<file path="config.mk">
export PLATFORM = sky130hd
export DESIGN_NAME = adc_frame_reader
export DESIGN_NICKNAME = d
export VERILOG_FILES = /design/src/rtl/adc_rd_pkg.sv /design/src/rtl/adc_frame_timer.sv /design/src/rtl/adc_chan_capture.sv /design/src/rtl/adc_frame_reader.sv
export SDC_FILE = /design/constraint.sdc
export NUM_CORES = 1
export LEC_CHECK = 0
export ABC_AREA = 1
export BUFFER_PORTS_ARGS = -buffer_cell sky130_fd_sc_hd__buf_2
export CORE_MARGIN = 2
export CORE_UTILIZATION = 50
export CTS_CLUSTER_DIAMETER = 150
export DETAILED_ROUTE_END_ITERATION = 16
export PLACE_DENSITY = 0.66
export SYNTH_ARGS = -nofsm -noshare
export SYNTH_HDL_FRONTEND = slang
export SYNTH_HIERARCHICAL = 1
export SYNTH_SLANG_ARGS = --single-unit
</file>
<file path="constraint.sdc">
create_clock -name clk -period 2.4 [get_ports clk]
set_clock_uncertainty 0.2 [all_clocks]
set_input_delay 0 -clock clk [delete_from_list [all_inputs] [get_ports clk]]
set_output_delay 0 -clock clk [all_outputs]
set_load 0.01 [all_outputs]
</file>
<file path="src/rtl/adc_rd_pkg.sv">
package adc_rd_pkg;
   typedef enum logic [1:0] {
      ST_IDLE = 2'd0,
      ST_GAP  = 2'd1,
      ST_LOW  = 2'd2
   } rd_state_t;
endpackage

</file>
<file path="src/rtl/adc_frame_timer.sv">
module adc_frame_timer
   import adc_rd_pkg::*;
#(
   parameter int HALF    = 2,
   parameter int CS_LOW  = 70,
   parameter int CS_HIGH = 12,
   parameter int P_SHORT = 14,
   parameter int P_LONG  = 16
) (
   input  logic clk,
   input  logic rst,
   input  logic enable,
   input  logic len_sel,
   output logic cs_n,
   output logic sclk,
   output logic rise,
   output logic frame_end
);
   localparam int LW = $clog2(CS_LOW + 1);
   localparam int GW = $clog2(CS_HIGH + 1);
   localparam int HW = $clog2(HALF + 1);
   localparam int EW = $clog2(2 * P_LONG + 1);
   localparam logic [LW-1:0] LOW_LAST  = LW'(CS_LOW - 1);
   localparam logic [GW-1:0] GAP_LAST  = GW'(CS_HIGH - 1);
   localparam logic [HW-1:0] HALF_LAST = HW'(HALF - 1);
   localparam logic [EW-1:0] EDGES_SHORT = EW'(2 * P_SHORT);
   localparam logic [EW-1:0] EDGES_LONG  = EW'(2 * P_LONG);

   rd_state_t     st;
   logic [LW-1:0] low_cnt;
   logic [GW-1:0] gap_cnt;
   logic [HW-1:0] half_cnt;
   logic [EW-1:0] edges;
   logic          len_q;
   logic          cs_q;
   logic          sclk_q;
   logic          rise_q;
   logic [EW-1:0] edge_target;

   assign edge_target = len_q ? EDGES_LONG : EDGES_SHORT;

   always_ff @(posedge clk) begin
      if (rst) begin
         st       <= ST_IDLE;
         low_cnt  <= '0;
         gap_cnt  <= '0;
         half_cnt <= '0;
         edges    <= '0;
         len_q    <= 1'b0;
         cs_q     <= 1'b1;
         sclk_q   <= 1'b0;
         rise_q   <= 1'b0;
      end else begin
         rise_q <= 1'b0;
         unique case (st)
            ST_IDLE: begin
               len_q <= len_sel;
               if (enable) begin
                  st      <= ST_GAP;
                  gap_cnt <= '0;
               end
            end
            ST_GAP: begin
               len_q <= len_sel;
               if (!enable) begin
                  st <= ST_IDLE;
               end else if (gap_cnt == GAP_LAST) begin
                  st       <= ST_LOW;
                  cs_q     <= 1'b0;
                  low_cnt  <= '0;
                  half_cnt <= '0;
                  edges    <= '0;
               end else begin
                  gap_cnt <= gap_cnt + 1'b1;
               end
            end
            ST_LOW: begin
               if (half_cnt == HALF_LAST) begin
                  half_cnt <= '0;
                  if (edges < edge_target) begin
                     sclk_q <= ~sclk_q;
                     rise_q <= ~sclk_q;
                     edges  <= edges + 1'b1;
                  end
               end else begin
                  half_cnt <= half_cnt + 1'b1;
               end
               if (low_cnt == LOW_LAST) begin
                  cs_q    <= 1'b1;
                  gap_cnt <= '0;
                  st      <= enable ? ST_GAP : ST_IDLE;
               end else begin
                  low_cnt <= low_cnt + 1'b1;
               end
            end
            default: st <= ST_IDLE;
         endcase
      end
   end

   assign cs_n      = cs_q;
   assign sclk      = sclk_q;
   assign rise      = rise_q;
   assign frame_end = (st == ST_LOW) && (low_cnt == LOW_LAST);

   assert_sclk_idle_R5: assert property (@(posedge clk) disable iff (rst)
      cs_q |-> !sclk_q);
   assert_cs_after_fall_R6: assert property (@(posedge clk) disable iff (rst)
      $rose(cs_q) |-> ($past(!sclk_q) && !sclk_q));
   assert_len_hold_R10: assert property (@(posedge clk) disable iff (rst)
      (!cs_q && $past(!cs_q)) |-> $stable(len_q));
   assert_park_R11: assert property (@(posedge clk) disable iff (rst)
      (cs_q && !enable) |=> cs_q);
endmodule

</file>
<file path="src/rtl/adc_chan_capture.sv">
module adc_chan_capture #(
   parameter int WORD_W = 16
) (
   input  logic              clk,
   input  logic              rst,
   input  logic              sdo,
   input  logic              rise,
   input  logic              frame_end,
   output logic [WORD_W-1:0] word
);
   logic              sync1;
   logic              sync2;
   logic              rise_d;
   logic [WORD_W-1:0] shreg;

   always_ff @(posedge clk) begin
      if (rst) begin
         sync1  <= 1'b0;
         sync2  <= 1'b0;
         rise_d <= 1'b0;
         shreg  <= '0;
         word   <= '0;
      end else begin
         sync1  <= sdo;
         sync2  <= sync1;
         rise_d <= rise;
         if (frame_end) begin
            word  <= shreg;
            shreg <= '0;
         end else if (rise_d) begin
            shreg <= {shreg[WORD_W-2:0], sync2};
         end
      end
   end

   assert_no_shift_at_end_R7: assert property (@(posedge clk) disable iff (rst)
      frame_end |-> !rise_d);
endmodule

</file>
<file path="src/rtl/adc_frame_reader.sv">
module adc_frame_reader #(
   parameter int NUM_CH  = 4,
   parameter int WORD_W  = 16,
   parameter int HALF    = 2,
   parameter int CS_LOW  = 70,
   parameter int CS_HIGH = 12,
   parameter int P_SHORT = 14,
   parameter int P_LONG  = 16
) (
   input  logic                     clk,
   input  logic                     rst,
   input  logic                     enable,
   input  logic                     len_sel,
   input  logic [NUM_CH-1:0]        sdo,
   output logic                     cs_n,
   output logic                     sclk,
   output logic [NUM_CH*WORD_W-1:0] samples,
   output logic                     frame_done
);
   localparam int MIN_LOW = 2 * P_LONG * HALF + 2;

   if (NUM_CH < 1) begin : g_bad_ch
      $error("NUM_CH must be at least 1");
   end
   if (HALF < 1) begin : g_bad_half
      $error("HALF must be at least 1");
   end
   if (CS_HIGH < 1) begin : g_bad_high
      $error("CS_HIGH must be at least 1");
   end
   if (P_SHORT < 1 || P_SHORT > P_LONG) begin : g_bad_pulses
      $error("P_SHORT must lie between 1 and P_LONG");
   end
   if (WORD_W < P_LONG || WORD_W < 2) begin : g_bad_word
      $error("WORD_W cannot hold the long frame");
   end
   if (CS_LOW < MIN_LOW) begin : g_bad_low
      $error("CS_LOW too short for the long pulse train");
   end

   logic rise;
   logic frame_end;
   logic done_q;

   adc_frame_timer #(
      .HALF(HALF), .CS_LOW(CS_LOW), .CS_HIGH(CS_HIGH),
      .P_SHORT(P_SHORT), .P_LONG(P_LONG)
   ) timer_i (
      .clk(clk), .rst(rst), .enable(enable), .len_sel(len_sel),
      .cs_n(cs_n), .sclk(sclk), .rise(rise), .frame_end(frame_end)
   );

   for (genvar ch = 0; ch < NUM_CH; ch++) begin : g_ch
      logic [WORD_W-1:0] ch_word;
      adc_chan_capture #(.WORD_W(WORD_W)) cap_i (
         .clk(clk), .rst(rst), .sdo(sdo[ch]), .rise(rise),
         .frame_end(frame_end), .word(ch_word)
      );
      assign samples[ch*WORD_W +: WORD_W] = ch_word;
   end

   always_ff @(posedge clk) begin
      if (rst) done_q <= 1'b0;
      else     done_q <= frame_end;
   end
   assign frame_done = done_q;

   assert_done_with_cs_R9: assert property (@(posedge clk) disable iff (rst)
      done_q |-> cs_n);
   assert_done_pulse_R9: assert property (@(posedge clk) disable iff (rst)
      done_q |=> !done_q);
   assert_hold_samples_R9: assert property (@(posedge clk) disable iff (rst)
      !done_q |-> $stable(samples));
endmodule

</file>
# Word level (Yosys, flattened, before mapping)
# Cells that the tools add are included.
# totals
ram_bits	0
romBits	0
input_bits	8
latchBits	0
elab_cells	93
output_inout_bits	67
n_memories	0
register_bits	163
# op_classes
n_div	0
muxes	29
n_reduce_logical	14
add_sub_neg	4
n_shift	0
n_mul	0
order_cmp	1
bitwise_logic	4
n_eq_ne	14
# op_table
operator	n
$mux 6	5
$mux 7	3
$mux 4	4
$mux 2	7
$pmux 7 s2	1
$pmux 4 s3	1
$pmux 6 s2	1
$reduce_and 5->1	2
$reduce_and 3->1	3
$ne 2x1->1 const B	4
$ne 2x2->1 const B	4
$reduce_and 4->1	2
$add 7x1->7 const B	1
$eq 7x7->1 const B	1
$add 6x1->6 const B	1
$lt 6x6->1	1
$pmux 2 s3	1
$add 4x1->4 const B	1
$eq 2x1->1 const B	2
$eq 4x4->1 const B	1
$mux 1	4
$not 1->1	4
$pmux 2 s2	1
$reduce_or 2->1	2
other kinds (9)	9

# Longest topological paths before layout
# Gate-level depths: netlist (run 1).
# depth
ltp_word	5
depth_mapped	10

# Hierarchy
# Netlist (run 1), hierarchy kept.
# modules_own_cells
mod	instances	area_per_inst_um2	cells_per_inst
adc_chan_capture	4	1340.0	197
adc_frame_timer	1	1348.8	194
adc_frame_reader	1	30.0	3

# Least setup slack after synthesis (run 1)
# OpenSTA, ideal clock, no wires.
# synth_timing
path_type	register to register
from	reg timer_i.st[1]
to	reg g_ch[0].cap_i.word[10]
path_buffers	2
path_stages_with_launch	10
synth_period_minus_slack_ns	1.879
slack_ns	0.521
t_arrival_ns	1.566
required_ns	2.087
path_cell_list	dfxtp_1 inv_2 nor2_4 inv_2 nor2_1 buf_6 buf_2 nand2_1 nand2_1 nor2_1
# synth_between
elab_chain_len	2
# synth_rtl
item	line_no	text
start: declaration	adc_frame_timer.sv:29	rd_state_t st;
start signal: assignment	adc_frame_timer.sv:91	st <= enable ? ST_GAP : ST_IDLE;
$eq 2x2->1	adc_frame_timer.sv:104	assign frame_end = (st == ST_LOW) && (low_cnt == LOW_LAST);
$logic_and 1x1->1	adc_frame_timer.sv:104	
via frame_end	adc_frame_reader.sv:42	logic frame_end;
end signal: assignment	adc_chan_capture.sv:28	word <= shreg;
end: declaration	adc_chan_capture.sv:9	output logic [WORD_W-1:0] word
# The timed path passes the listed nets, and every way through them passes these cells.
# A chain may end at the register's enable or synchronous reset.

# Final worst setup path (run 1)
# layout_timing
from	reg timer_i.gap_cnt[0]
to	reg timer_i.st[0]
# layout_between
elab_chain_len	3
# layout_rtl
item	line_no	text
start: declaration	adc_frame_timer.sv:31	logic [GW-1:0] gap_cnt;
start signal: assignment	adc_frame_timer.sv:74	gap_cnt <= gap_cnt + 1'b1;
$eq 4x4->1	adc_frame_timer.sv:67	end else if (gap_cnt == GAP_LAST) begin
$ne 3x2->1 (no source line)	n/a	
$reduce_and 3->1 (no source line)	n/a	
# Every way passes these cells.

==> run metrics, run 1 <==
status=finished clean; register-to-register setup slack=0.25 ns; path type of the worst min-delay path=input pin to register; internal power=around 4.3 mW; Peak VDD IR=between 0.4 and 0.5 mV; Synth top cells by count=nor2_1 (295), nand2_1 (291), dfxtp_1 (166); Avg WL per Cell=roughly 9.8 µm; Row Count=42; CTS sink count=about 170; YS warnings=6; Fmax achieved=0.465 GHz; clock period minus worst slack=about 2.1 ns; H-tree levels=4; RR Endpoint=timer_i/st[0]$_SDFFE_PP0P_; CP Launch Type=register; fraction of the mapped netlist area in simple logic gates=0.367; total power=roughly 5.4 mW; flop and latch count out of synthesis=around 170; hpwl dp=between 7000 and 8000 µm; Synth Area in Adders=0.0130; grt total ovfl=0; Die Width=approximately 120 µm; number of global-route vias before repair=~4800; mux share of post-synthesis cell area=0; TritonCTS clock tree=built; most frequent cell after synthesis=nor2_1; largest net degree at the start of global routing=81; Via-to-Cell Ratio=about 4.5; DRT iter0 DRCs=~300; initial antenna violation count=0; die height=around 120 µm; Mapped Cells=about 1000; ant diodes=0; setup bufs post-CTS=0; Yosys cell types=26; endpoints failing hold=0; # IOs=75; Total GRT Usage=0.181; Reg2Reg Depth=7; Slew @ Worst Pin=roughly 0.75 ns; Fillers=1347; Mean Syn Cell Area=approximately 6.8 µm²; Worst Path Max Fanout=12; Switching Share=0.201; first-pass GRT wire length=21200 µm; ys flop type=dfxtp_1; Initial Utilization=0.511; synth top area cells=dfxtp_1 (49%), nor2_1 (16%), nand2_1 (16%); cell taking the most area after synthesis=dfxtp_1; Antenna Nets Post-Route=0; layout cells sized above 1=0.120; Clock transition at path regs=roughly 0.06 ns; post-synthesis compound-gate area fraction=0.0234; CTS root buf=clkbuf_16; synthesis-to-finish area growth=15.8%; final wirelength=approximately 12000 µm; post-synthesis xor/xnor area fraction=0.00390; TNS Setup=0 ns; max-slew violation count=0; IO Port Bufs=74; Comb pwr share=0.028; arrival time at the worst endpoint=2.26 ns; max-cap violation count=0; core area=0.0132 mm²; RSZ-0062 raised after global routing=false; Leak=roughly 3.4 nW; CTS max path bufs=2; Final Cell Area=between 0.007 and 0.008 mm²; Worst Setup SP=timer_i/gap_cnt[0]$_SDFFE_PP0P_; net count after synthesis=1000; Clock power frac=0.462; clock latency on the worst-skew pair=0.42 ns; Area after DPL=slightly above 0.007 mm²; CP Data Required Time=2.51 ns; Vias=approximately 5500; P_sw=1.09 mW; fin crit share=0.895; worst r2r src=timer_i/gap_cnt[0]$_SDFFE_PP0P_; die area=0.0144 mm²; Final setup viols=0; ys async rst share=0; Nets=approximately 1100; Slew HR=0.499; largest family of logic cells by synthesized area=simple AND/OR/NAND/NOR gates; Synth Cell Area=between 0.006 and 0.007 mm²; TritonCTS buffer count=17; EDFF count, synth=0; DR pass1 iterations=4; share of the synthesized area in the top cell type=0.493; post-synthesis sequential area ratio=0.493; PwrDens=between 600 and 700 mW/mm²; CP endpoint kind=register; final design utilization=0.592; crit path capture=timer_i/st[0]$_SDFFE_PP0P_; drc violations=0; GP Congestion=between 0.7 and 0.8; Seq pwr share=0.510; crit path kind=register to register
==> repair_timing <==
action	in CTS	in global routing
endpoints found under the hold margin	21	0
resized for setup	0	0
hold buffers	10	0
==> area by class of cell <==
| class | count | area (µm²) | share of cell area |
|---|---|---|---|
| Sequential cell | 166 | 3320 | 0.426 |
| Multi-Input combinational cell | 668 | 2750 | 0.353 |
| Timing Repair Buffer | 93 | 551 | 0.0705 |
| Clock buffer | 26 | 499 | 0.0640 |
| Inverter | 111 | 417 | 0.0534 |
| Tap cell | 176 | 220 | 0.0282 |
| Clock inverter | 3 | 43.8 | 0.00561 |
==> worst min-delay path by stage <==
| stage | slack (ns) | cells after the start | to | startpoint |
|---|---|---|---|---|
| 4_1_cts | 0.12 | 4 | g_ch[1].cap_i/sync1$_SDFF_PP0_ | sdo[1] |
| 5_1_grt | 0.17 | 4 | g_ch[1].cap_i/sync1$_SDFF_PP0_ | sdo[1] |
| 3_3_place_gp | 0.002 | 3 | g_ch[2].cap_i/sync1$_SDFF_PP0_ | sdo[2] |
| 6_report | 0.14 | 4 | g_ch[2].cap_i/sync1$_SDFF_PP0_ | sdo[2] |
| 2_1_floorplan | -0.13 | 1 | frame_done$_SDFF_PP0_ | rst |
| 3_5_place_dp | 0.008 | 3 | g_ch[2].cap_i/sync1$_SDFF_PP0_ | sdo[2] |
==> cell families (layout without fill, tap and decap cells) <==
group,Yosys count,after routing
XOR/XNOR,3,3
buffers and inverters,151,233
flip-flops,166,166
AND/OR/NAND/NOR,628,628
AO/OA/AOI/OAI,30,30
adder cells (fa/ha/maj),7,7
==> registers in the layout, summed over array words and instances (netlist names), 2 cells and up <==
name / cells
g_ch.cap_i/shreg: 64
g_ch.cap_i/word: 64
timer_i/low_cnt: 7
timer_i/edges: 6
g_ch.cap_i/rise_d: 4
g_ch.cap_i/sync1: 4
g_ch.cap_i/sync2: 4
timer_i/gap_cnt: 4
timer_i/half_cnt: 2
timer_i/st: 2
==> power by group through the flow <==
stage | logic, mW | registers [mW] | clock network [mW]
after floorplan | 0.112 | 2.83 | 0
after global placement | 0.141 | 2.83 | 0
after detailed placement | 0.141 | 2.83 | 0
after CTS | 0.154 | 2.77 | 2.59
after global routing | 0.176 | 2.77 | 2.70
final | 0.152 | 2.77 | 2.51
==> critical path, stage by stage (launching register included) <==
cell and delay (ns):
dfxtp_1 0.37, ha_1 0.20, nand2_1 0.06, nor2_1 0.20, nand2_2 0.23, nand2_1 0.12
a21oi_1 0.07, dlygate4sd3_1 0.59
==> layer usage <==
layer,vias to the layer above,wire length (µm),global-route usage
li1,3056,-,-
met3,14,491,0.0461
met4,0,202,0.0728
met1,2390,6200,0.236
met5,-,0,0
met2,85,5300,0.287
==> metrics by stage <==
step / setup WS, ns / cells / hold WS (ns)
after floorplan: 0.521 / 985 / -0.133
after global placement: 0.476 / 1204 / 0.00161
after detailed placement: 0.441 / 1204 / 0.00792
after CTS: 0.251 / 1243 / 0.121
after global routing: 0.0951 / 1243 / 0.170
final: 0.251 / 1243 / 0.139
==> cells in the final DEF (no fill, tap or decap) <==
cell type | Yosys | layout
a21oi_1 | 19 | 19
nand2_4 | 1 | 1
clkinv_4 | 0 | 1
a211o_1 | 1 | 1
inv_1 | 103 | 103
bufinv_16 | 0 | 1
nand4_1 | 7 | 7
nand2_2 | 2 | 2
clkbuf_1 | 2 | 5
nand3_1 | 19 | 19
nor3_1 | 2 | 2
nor3b_1 | 2 | 2
nor2_4 | 6 | 7
a31oi_1 | 1 | 1
dlygate4sd3_1 | 0 | 10
clkbuf_8 | 0 | 4
or2_2 | 1 | 1
o21ai_0 | 7 | 7
buf_4 | 0 | 8
buf_12 | 0 | 1
ha_1 | 7 | 7
xnor2_1 | 1 | 1
xor2_1 | 2 | 2
o211ai_1 | 1 | 1
nor2_2 | 2 | 2
clkbuf_16 | 0 | 17
clkinv_2 | 0 | 1
dfxtp_1 | 166 | 166
nand2_1 | 291 | 291
inv_2 | 8 | 8
nor2_1 | 295 | 294
buf_2 | 29 | 74
o21ai_1 | 1 | 1
No activity file was read; power rests on OpenSTA's default activity.
==> inputs of run 2 (changes only) <==
--- a/config.mk
+++ b/config.mk
@@ -11,8 +11,7 @@
 export CORE_UTILIZATION = 50
 export CTS_CLUSTER_DIAMETER = 150
 export DETAILED_ROUTE_END_ITERATION = 16
-export PLACE_DENSITY = 0.66
+export PLACE_DENSITY = 0.67
 export SYNTH_ARGS = -nofsm -noshare
 export SYNTH_HDL_FRONTEND = slang
-export SYNTH_HIERARCHICAL = 1
 export SYNTH_SLANG_ARGS = --single-unit
==> constraint.sdc (replaced) <==
create_clock -name clk -period 2.1 [get_ports clk]
set_clock_uncertainty 0.2 [all_clocks]
set_input_delay 0 -clock clk [delete_from_list [all_inputs] [get_ports clk]]
set_output_delay 0 -clock clk [all_outputs]
set_load 0.01 [all_outputs]
==> run metrics, run 2 <==
status=finished clean; Synth Cell Area=just under 0.006 mm²; Largest regs=g_ch.cap_i.shreg: 64 flops, g_ch.cap_i.word: 64 flops, timer_i.low_cnt: 7 flops; YS warnings=0; Area after DPL=roughly 0.0062 mm²; net count after synthesis=around 660; hpwl dp=around 7200 µm; most frequent cell after synthesis=nand2_1; DR pass1 iterations=4; min-delay src=enable; TritonCTS buffer count=17; die height=111 µm; max-cap violation count=0; Leak=between 2 and 3 nW; total power=about 6.5 mW; crit path kind=register to register; largest net degree at the start of global routing=66; Worst Setup SP=timer_i.low_cnt[1]$_SDFFE_PP0P_; fraction of the mapped netlist area in simple logic gates=0.168; synthesis-to-finish area growth=20.7%; share of the synthesized area in the top cell type=0.566; max-slew violation count=0; Clock transition at path regs=0.06 ns; Synth top cells by count=nand2_1 (176), dfxtp_1 (163), a21oi_1 (82); Worst Path Max Fanout=4; grt total ovfl=0; Peak VDD IR=roughly 0.66 mV; largest family of logic cells by synthesized area=compound AO/OA/AOI/OAI gates; DRT iter0 DRCs=360; H-tree levels=4; Mean Syn Cell Area=between 8 and 9 µm²; Row Count=39; Final setup viols=0; PwrDens=approximately 930 mW/mm²; arrival time at the worst endpoint=between 2 and 2.5 ns; GP Congestion=0.839; critical-path cell list=inv_1, ha_1, inv_1, nor2_2, nand3_1, nand2_2, nand2_1, o21ai_0, nand2_1, inv_1, dlygate4sd3_1; cell taking the most area after synthesis=dfxtp_1; Total GRT Usage=0.193; Nets=roughly 740; commonest non-fill, non-tap cell in the layout=nand2_1; die area=roughly 0.012 mm²; IO Port Bufs=74; post-synthesis compound-gate area fraction=0.178; Slew @ Worst Pin=between 0.6 and 0.7 ns; Avg WL per Cell=13.3 µm; Final Cell Area=between 0.006 and 0.007 mm²; initial antenna violation count=0; Slew HR=0.581; drc violations=0; EDFF count, synth=0; fin crit share=0.964; first-pass GRT wire length=a little under 20000 µm; busiest grt layer=met2; CP Data Required Time=2.26 ns; path type of the worst min-delay path=input pin to register; CTS max path bufs=2; most frequent CP cell=inv_1; CTS root buf=clkbuf_16; ant diodes=0; Yosys cell types=25; Fmax achieved=0.494 GHz; core area=around 0.011 mm²; final wirelength=roughly 12000 µm; ys flop type=dfxtp_1; flop and latch count out of synthesis=163; slowest CP cell=dlygate4sd3_1; clock period minus worst slack=just over 2 ns; synth top area cells=dfxtp_1 (57%), nand2_1 (11%), a22o_1 (9.7%); Initial Utilization=0.509; Antenna Nets Post-Route=0; Synth Area in Adders=0.0152; mux share of post-synthesis cell area=0; clock latency on the worst-skew pair=around 0.42 ns; Hold Slack=0.0514 ns; endpoints failing hold=0; Via-to-Cell Ratio=5.14; CP Launch Type=register; RSZ-0062 raised after global routing=true; CP endpoint kind=register; Die Width=about 110 µm; worst r2r src=timer_i.low_cnt[1]$_SDFFE_PP0P_; Mapped Cells=646; Fillers=~950; post-synthesis xor/xnor area fraction=0.00456; TritonCTS clock tree=built; CTS sink count=roughly 160; met2 Use GR=0.298; max incr delay on CP=roughly 0.53 ns; GR Util met3=0.0550; ys async rst share=0; commonest cells after routing, fill and taps aside=nand2_1 (174), dfxtp_1 (161), a21oi_1 (82), buf_2 (74), a22o_1 (64); post-synthesis sequential area ratio=0.566; layout cells sized above 1=0.178; routing usage on met1=0.251; Vias=4525; number of global-route vias before repair=between 4000 and 5000; # IOs=between 70 and 80
## run 2: cell types whose count changed in the layout (fill, tap and decap cells not counted), sizes merged, moves of 2 or more
cell         change
dlygate4sd3      +2
dfxtp            -3
nand2          -117
nor2           -276
a22o            +64
a21oi           +63
bufinv           +3
nand4            -2
clkinvlp         +6
clkbuf           -9
nand3            +3
inv             -64
## run 2: cell families after synthesis
| family | Yosys count |
|---|---|
| and+or+nand+nor | 237 |
| DFF | 163 |
| AOI/OAI and AO/OA | 156 |
| buffers and inverters | 80 |
| adders and majority gates | 7 |
| xor gates and xnor gates | 3 |
## run 2: timing repair
action | in CTS | in global routing
hold endpoints to repair | 29 | 0
buffers inserted | 0 | 1
hold buffers | 12 | 0
setup endpoints to repair | 0 | 5
resized for setup | 0 | 3
## run 2: metal layers
layer	wire length, µm	up-vias
met5	0	-
met4	216	0
met3	612	17
met2	5320	117
met1	5550	2080
li1	-	2311
## run 2: path summary, 6_finish.rpt
path	to	slack (ns)	cells past startpoint
setup / recovery	timer_i.st[0]$_SDFFE_PP0P_	0.08	11
hold / removal	timer_i.low_cnt[2]$_SDFFE_PP0P_	0.05	6
setup reg to reg	timer_i.st[0]$_SDFFE_PP0P_	0.08	11
hold reg to reg	g_ch[0].cap_i.sync2$_SDFF_PP0_	0.20	2
## run 2: power breakdown
| group | switching, mW | total (mW) | internal (mW) |
|---|---|---|---|
| registers | 0.00903 | 3.11 | 3.10 |
| logic | 0.0851 | 0.133 | 0.0482 |
| clock network | 1.25 | 3.25 | 2.00 |
## run 2: metrics by stage
step	util	TNS, ns	setup WS, ns	cells
final	0.614	0	0.0764	880
after detailed placement	0.547	0	0.0791	835
after floorplan	-	0	0.385	646
after global placement	0.547	0	0.156	835
after global routing	0.614	-0.0544	-0.0544	880
after CTS	0.613	0	0.0257	879
## run 2: cell type report
cell class                      instances  area, µm²  area share
Inverter                               44        165      0.0237
Sequential cell                       163       3270       0.470
Clock buffer                           17        425      0.0612
Timing Repair Buffer                   95        596      0.0856
Tap cell                              143        179      0.0257
Multi-Input combinational cell        403       2120       0.305
Clock inverter                         15        205      0.0295
## run 2: worst max-delay path: cells and delay by family, from the launching register on
| kind | cells | cell delay, ns |
|---|---|---|
| adder cells (fa/ha/maj) | 1 | 0.12 |
| AND/OR/NAND/NOR | 5 | 0.47 |
| buffers and inverters | 4 | 0.68 |
| flip-flops | 1 | 0.33 |
| AO/OA/AOI/OAI | 1 | 0.15 |
==> inputs of run 3 (changes only) <==
--- a/config.mk
+++ b/config.mk
@@ -7,11 +7,13 @@
 export LEC_CHECK = 0
 export ABC_AREA = 1
 export BUFFER_PORTS_ARGS = -buffer_cell sky130_fd_sc_hd__buf_2
+export CELL_PAD_IN_SITES_DETAIL_PLACEMENT = 1
+export CELL_PAD_IN_SITES_GLOBAL_PLACEMENT = 1
 export CORE_MARGIN = 2
-export CORE_UTILIZATION = 50
+export CORE_UTILIZATION = 43
 export CTS_CLUSTER_DIAMETER = 150
 export DETAILED_ROUTE_END_ITERATION = 16
-export PLACE_DENSITY = 0.67
+export PLACE_DENSITY = 0.74
 export SYNTH_ARGS = -nofsm -noshare
 export SYNTH_HDL_FRONTEND = slang
 export SYNTH_SLANG_ARGS = --single-unit
==> run metrics, run 3 (synthesized netlist as in run 2, its figures left out) <==
CP Data Required Time=2.26 ns; critical-path cell list=inv_1, ha_1, inv_1, nor2_1, nand4_1, buf_4, nor2_4, buf_12, buf_6, a22o_1; RR Endpoint=g_ch[1].cap_i.word[15]$_SDFFE_PP0P_; max incr delay on CP=about 0.35 ns; CTS max path bufs=2; Fmax achieved=about 0.5 GHz; Via-to-Cell Ratio=approximately 5.2; initial antenna violation count=0; die area=approximately 0.014 mm²; PwrDens=913 mW/mm²; Largest regs=g_ch.cap_i.shreg: 64 flops, g_ch.cap_i.word: 64 flops, timer_i.low_cnt: 7 flops; hpwl dp=~8700 µm; crit path kind=register to register; DRT iter0 DRCs=about 340; die height=120 µm; Slew HR=0.716; TritonCTS buffer count=17; final wirelength=about 15000 µm; Reg2Reg Depth=10; Hold Slack=slightly below 0.2 ns; Total GRT Usage=0.205; first-pass GRT wire length=23600 µm; crit path capture=g_ch[1].cap_i.word[15]$_SDFFE_PP0P_; Antenna Nets Post-Route=0; TritonCTS clock tree=built; DR pass1 iterations=4; arrival time at the worst endpoint=roughly 2.2 ns; drc violations=0; min-delay src=timer_i.rise$_SDFF_PP0_; Nets=roughly 750; synthesis-to-finish area growth=23.9%; Avg WL per Cell=16.1 µm; most frequent CP cell=inv_1; CTS root buf=clkbuf_16; Worst Path Max Fanout=13; Row Count=42; GP Congestion=approximately 0.79; CTS sink count=between 150 and 200; commonest cells after routing, fill and taps aside=nand2_1 (174), dfxtp_1 (161), a21oi_1 (82), buf_2 (74), a22o_1 (64); Final setup viols=0; status=finished clean; endpoints failing hold=0; # IOs=between 70 and 80; CP endpoint kind=register; largest net degree at the start of global routing=between 60 and 70; CP Depth=10; Worst Setup SP=timer_i.low_cnt[1]$_SDFFE_PP0P_; clock period minus worst slack=1.99 ns; slowest CP cell=dfxtp_1; Vias=4758; CP delay by family, top=buffers and inverters; CP Launch Type=register; Area after DPL=roughly 0.0063 mm²; worst r2r src=timer_i.low_cnt[1]$_SDFFE_PP0P_; ant diodes=0; fin crit share=0.949; Initial Utilization=0.437; path type of the worst min-delay path=register to register; commonest non-fill, non-tap cell in the layout=nand2_1; Leak=roughly 3 nW; core area=between 0.01 and 0.015 mm²; Slew @ Worst Pin=approximately 0.42 ns; H-tree levels=4; clock latency on the worst-skew pair=roughly 0.42 ns; Final Cell Area=approximately 0.0071 mm²; Peak VDD IR=0.570 mV; layout cells sized above 1=0.186; Clock transition at path regs=0.06 ns; Die Width=120 µm; worst path bufs/invs=5; max-cap violation count=0; IO Port Bufs=74; Fillers=about 1500; register-to-register setup slack=between 0.1 and 0.15 ns; grt total ovfl=0; number of global-route vias before repair=~4800; max-slew violation count=0
## run 3: cell types whose count changed in the layout (fill, tap and decap cells not counted), moves of 2 or more
cell / before / now
buf_12: 3 / 6
buf_6: 0 / 3
clkbuf_16: 17 / 19
clkinv_2: 1 / 4
clkinvlp_4: 6 / 2
inv_6: 3 / 1
## run 3: where the power goes
| group | switching (mW) | internal (mW) | total [mW] |
|---|---|---|---|
| Sequential | 0.00893 | 3.10 | 3.11 |
| Clock | 1.25 | 2.02 | 3.27 |
| Combinational | 0.0893 | 0.0494 | 0.139 |
| Total | 1.35 | 5.17 | 6.52 |
## run 3: worst min-delay path by stage
| stage | to | slack, ns | cells after the start |
|---|---|---|---|
| finish | g_ch[3].cap_i.rise_d$_SDFF_PP0_ | 0.20 | 2 |
| global route | g_ch[3].cap_i.rise_d$_SDFF_PP0_ | 0.21 | 2 |
| CTS | g_ch[3].cap_i.rise_d$_SDFF_PP0_ | 0.20 | 2 |
| detailed placement | g_ch[3].cap_i.sync1$_SDFF_PP0_ | 0.02 | 3 |
| global placement | g_ch[3].cap_i.sync1$_SDFF_PP0_ | 0.02 | 3 |
| floorplan | g_ch[0].cap_i.sync1$_SDFF_PP0_ | -0.09 | 2 |
## run 3: through the flow
| stage | total power, mW | setup WS, ns | setup TNS (ns) | instances | utilization |
|---|---|---|---|---|---|
| final | 6.52 | 0.107 | 0 | 922 | 0.541 |
| after global routing | 6.74 | -0.0332 | -0.192 | 922 | 0.541 |
| after CTS | 6.57 | 0.0712 | 0 | 916 | 0.533 |
| after detailed placement | 3.30 | 0.00548 | 0 | 870 | 0.475 |
| after global placement | 3.30 | 0.193 | 0 | 870 | 0.475 |
| after floorplan | 3.27 | 0.385 | 0 | 646 | - |
## run 3: repair_timing
action	CTS	global route
buffers inserted	2	3
pin swaps	1	2
hold endpoints to repair	29	0
gates resized for setup	0	5
hold buffers	12	0
endpoints found under the setup margin	2	38
gates cloned	0	3
## run 3: per-layer routing
metal / GRT usage / wire, µm / vias up
li1: - / - / 2325
met4: 0.0691 / 167 / 0
met1: 0.262 / 7020 / 2313
met2: 0.343 / 7070 / 106
met3: 0.0480 / 548 / 14
met5: 0 / 0 / -
## run 3: final cells by class
| class | instances | area [µm²] | area share |
|---|---|---|---|
| Sequential cell | 163 | 3270 | 0.457 |
| Clock inverter | 13 | 181 | 0.0254 |
| Timing Repair Buffer | 104 | 747 | 0.105 |
| Tap cell | 176 | 220 | 0.0308 |
| Multi-Input combinational cell | 403 | 2120 | 0.297 |
| Inverter | 44 | 165 | 0.0231 |
| Clock buffer | 19 | 443 | 0.0620 |
## run 3: worst min-delay path, stage by stage (launching register included)
cell and delay (ns):
dfxtp_1 0.30, inv_1 0.04, nor2_1 0.03
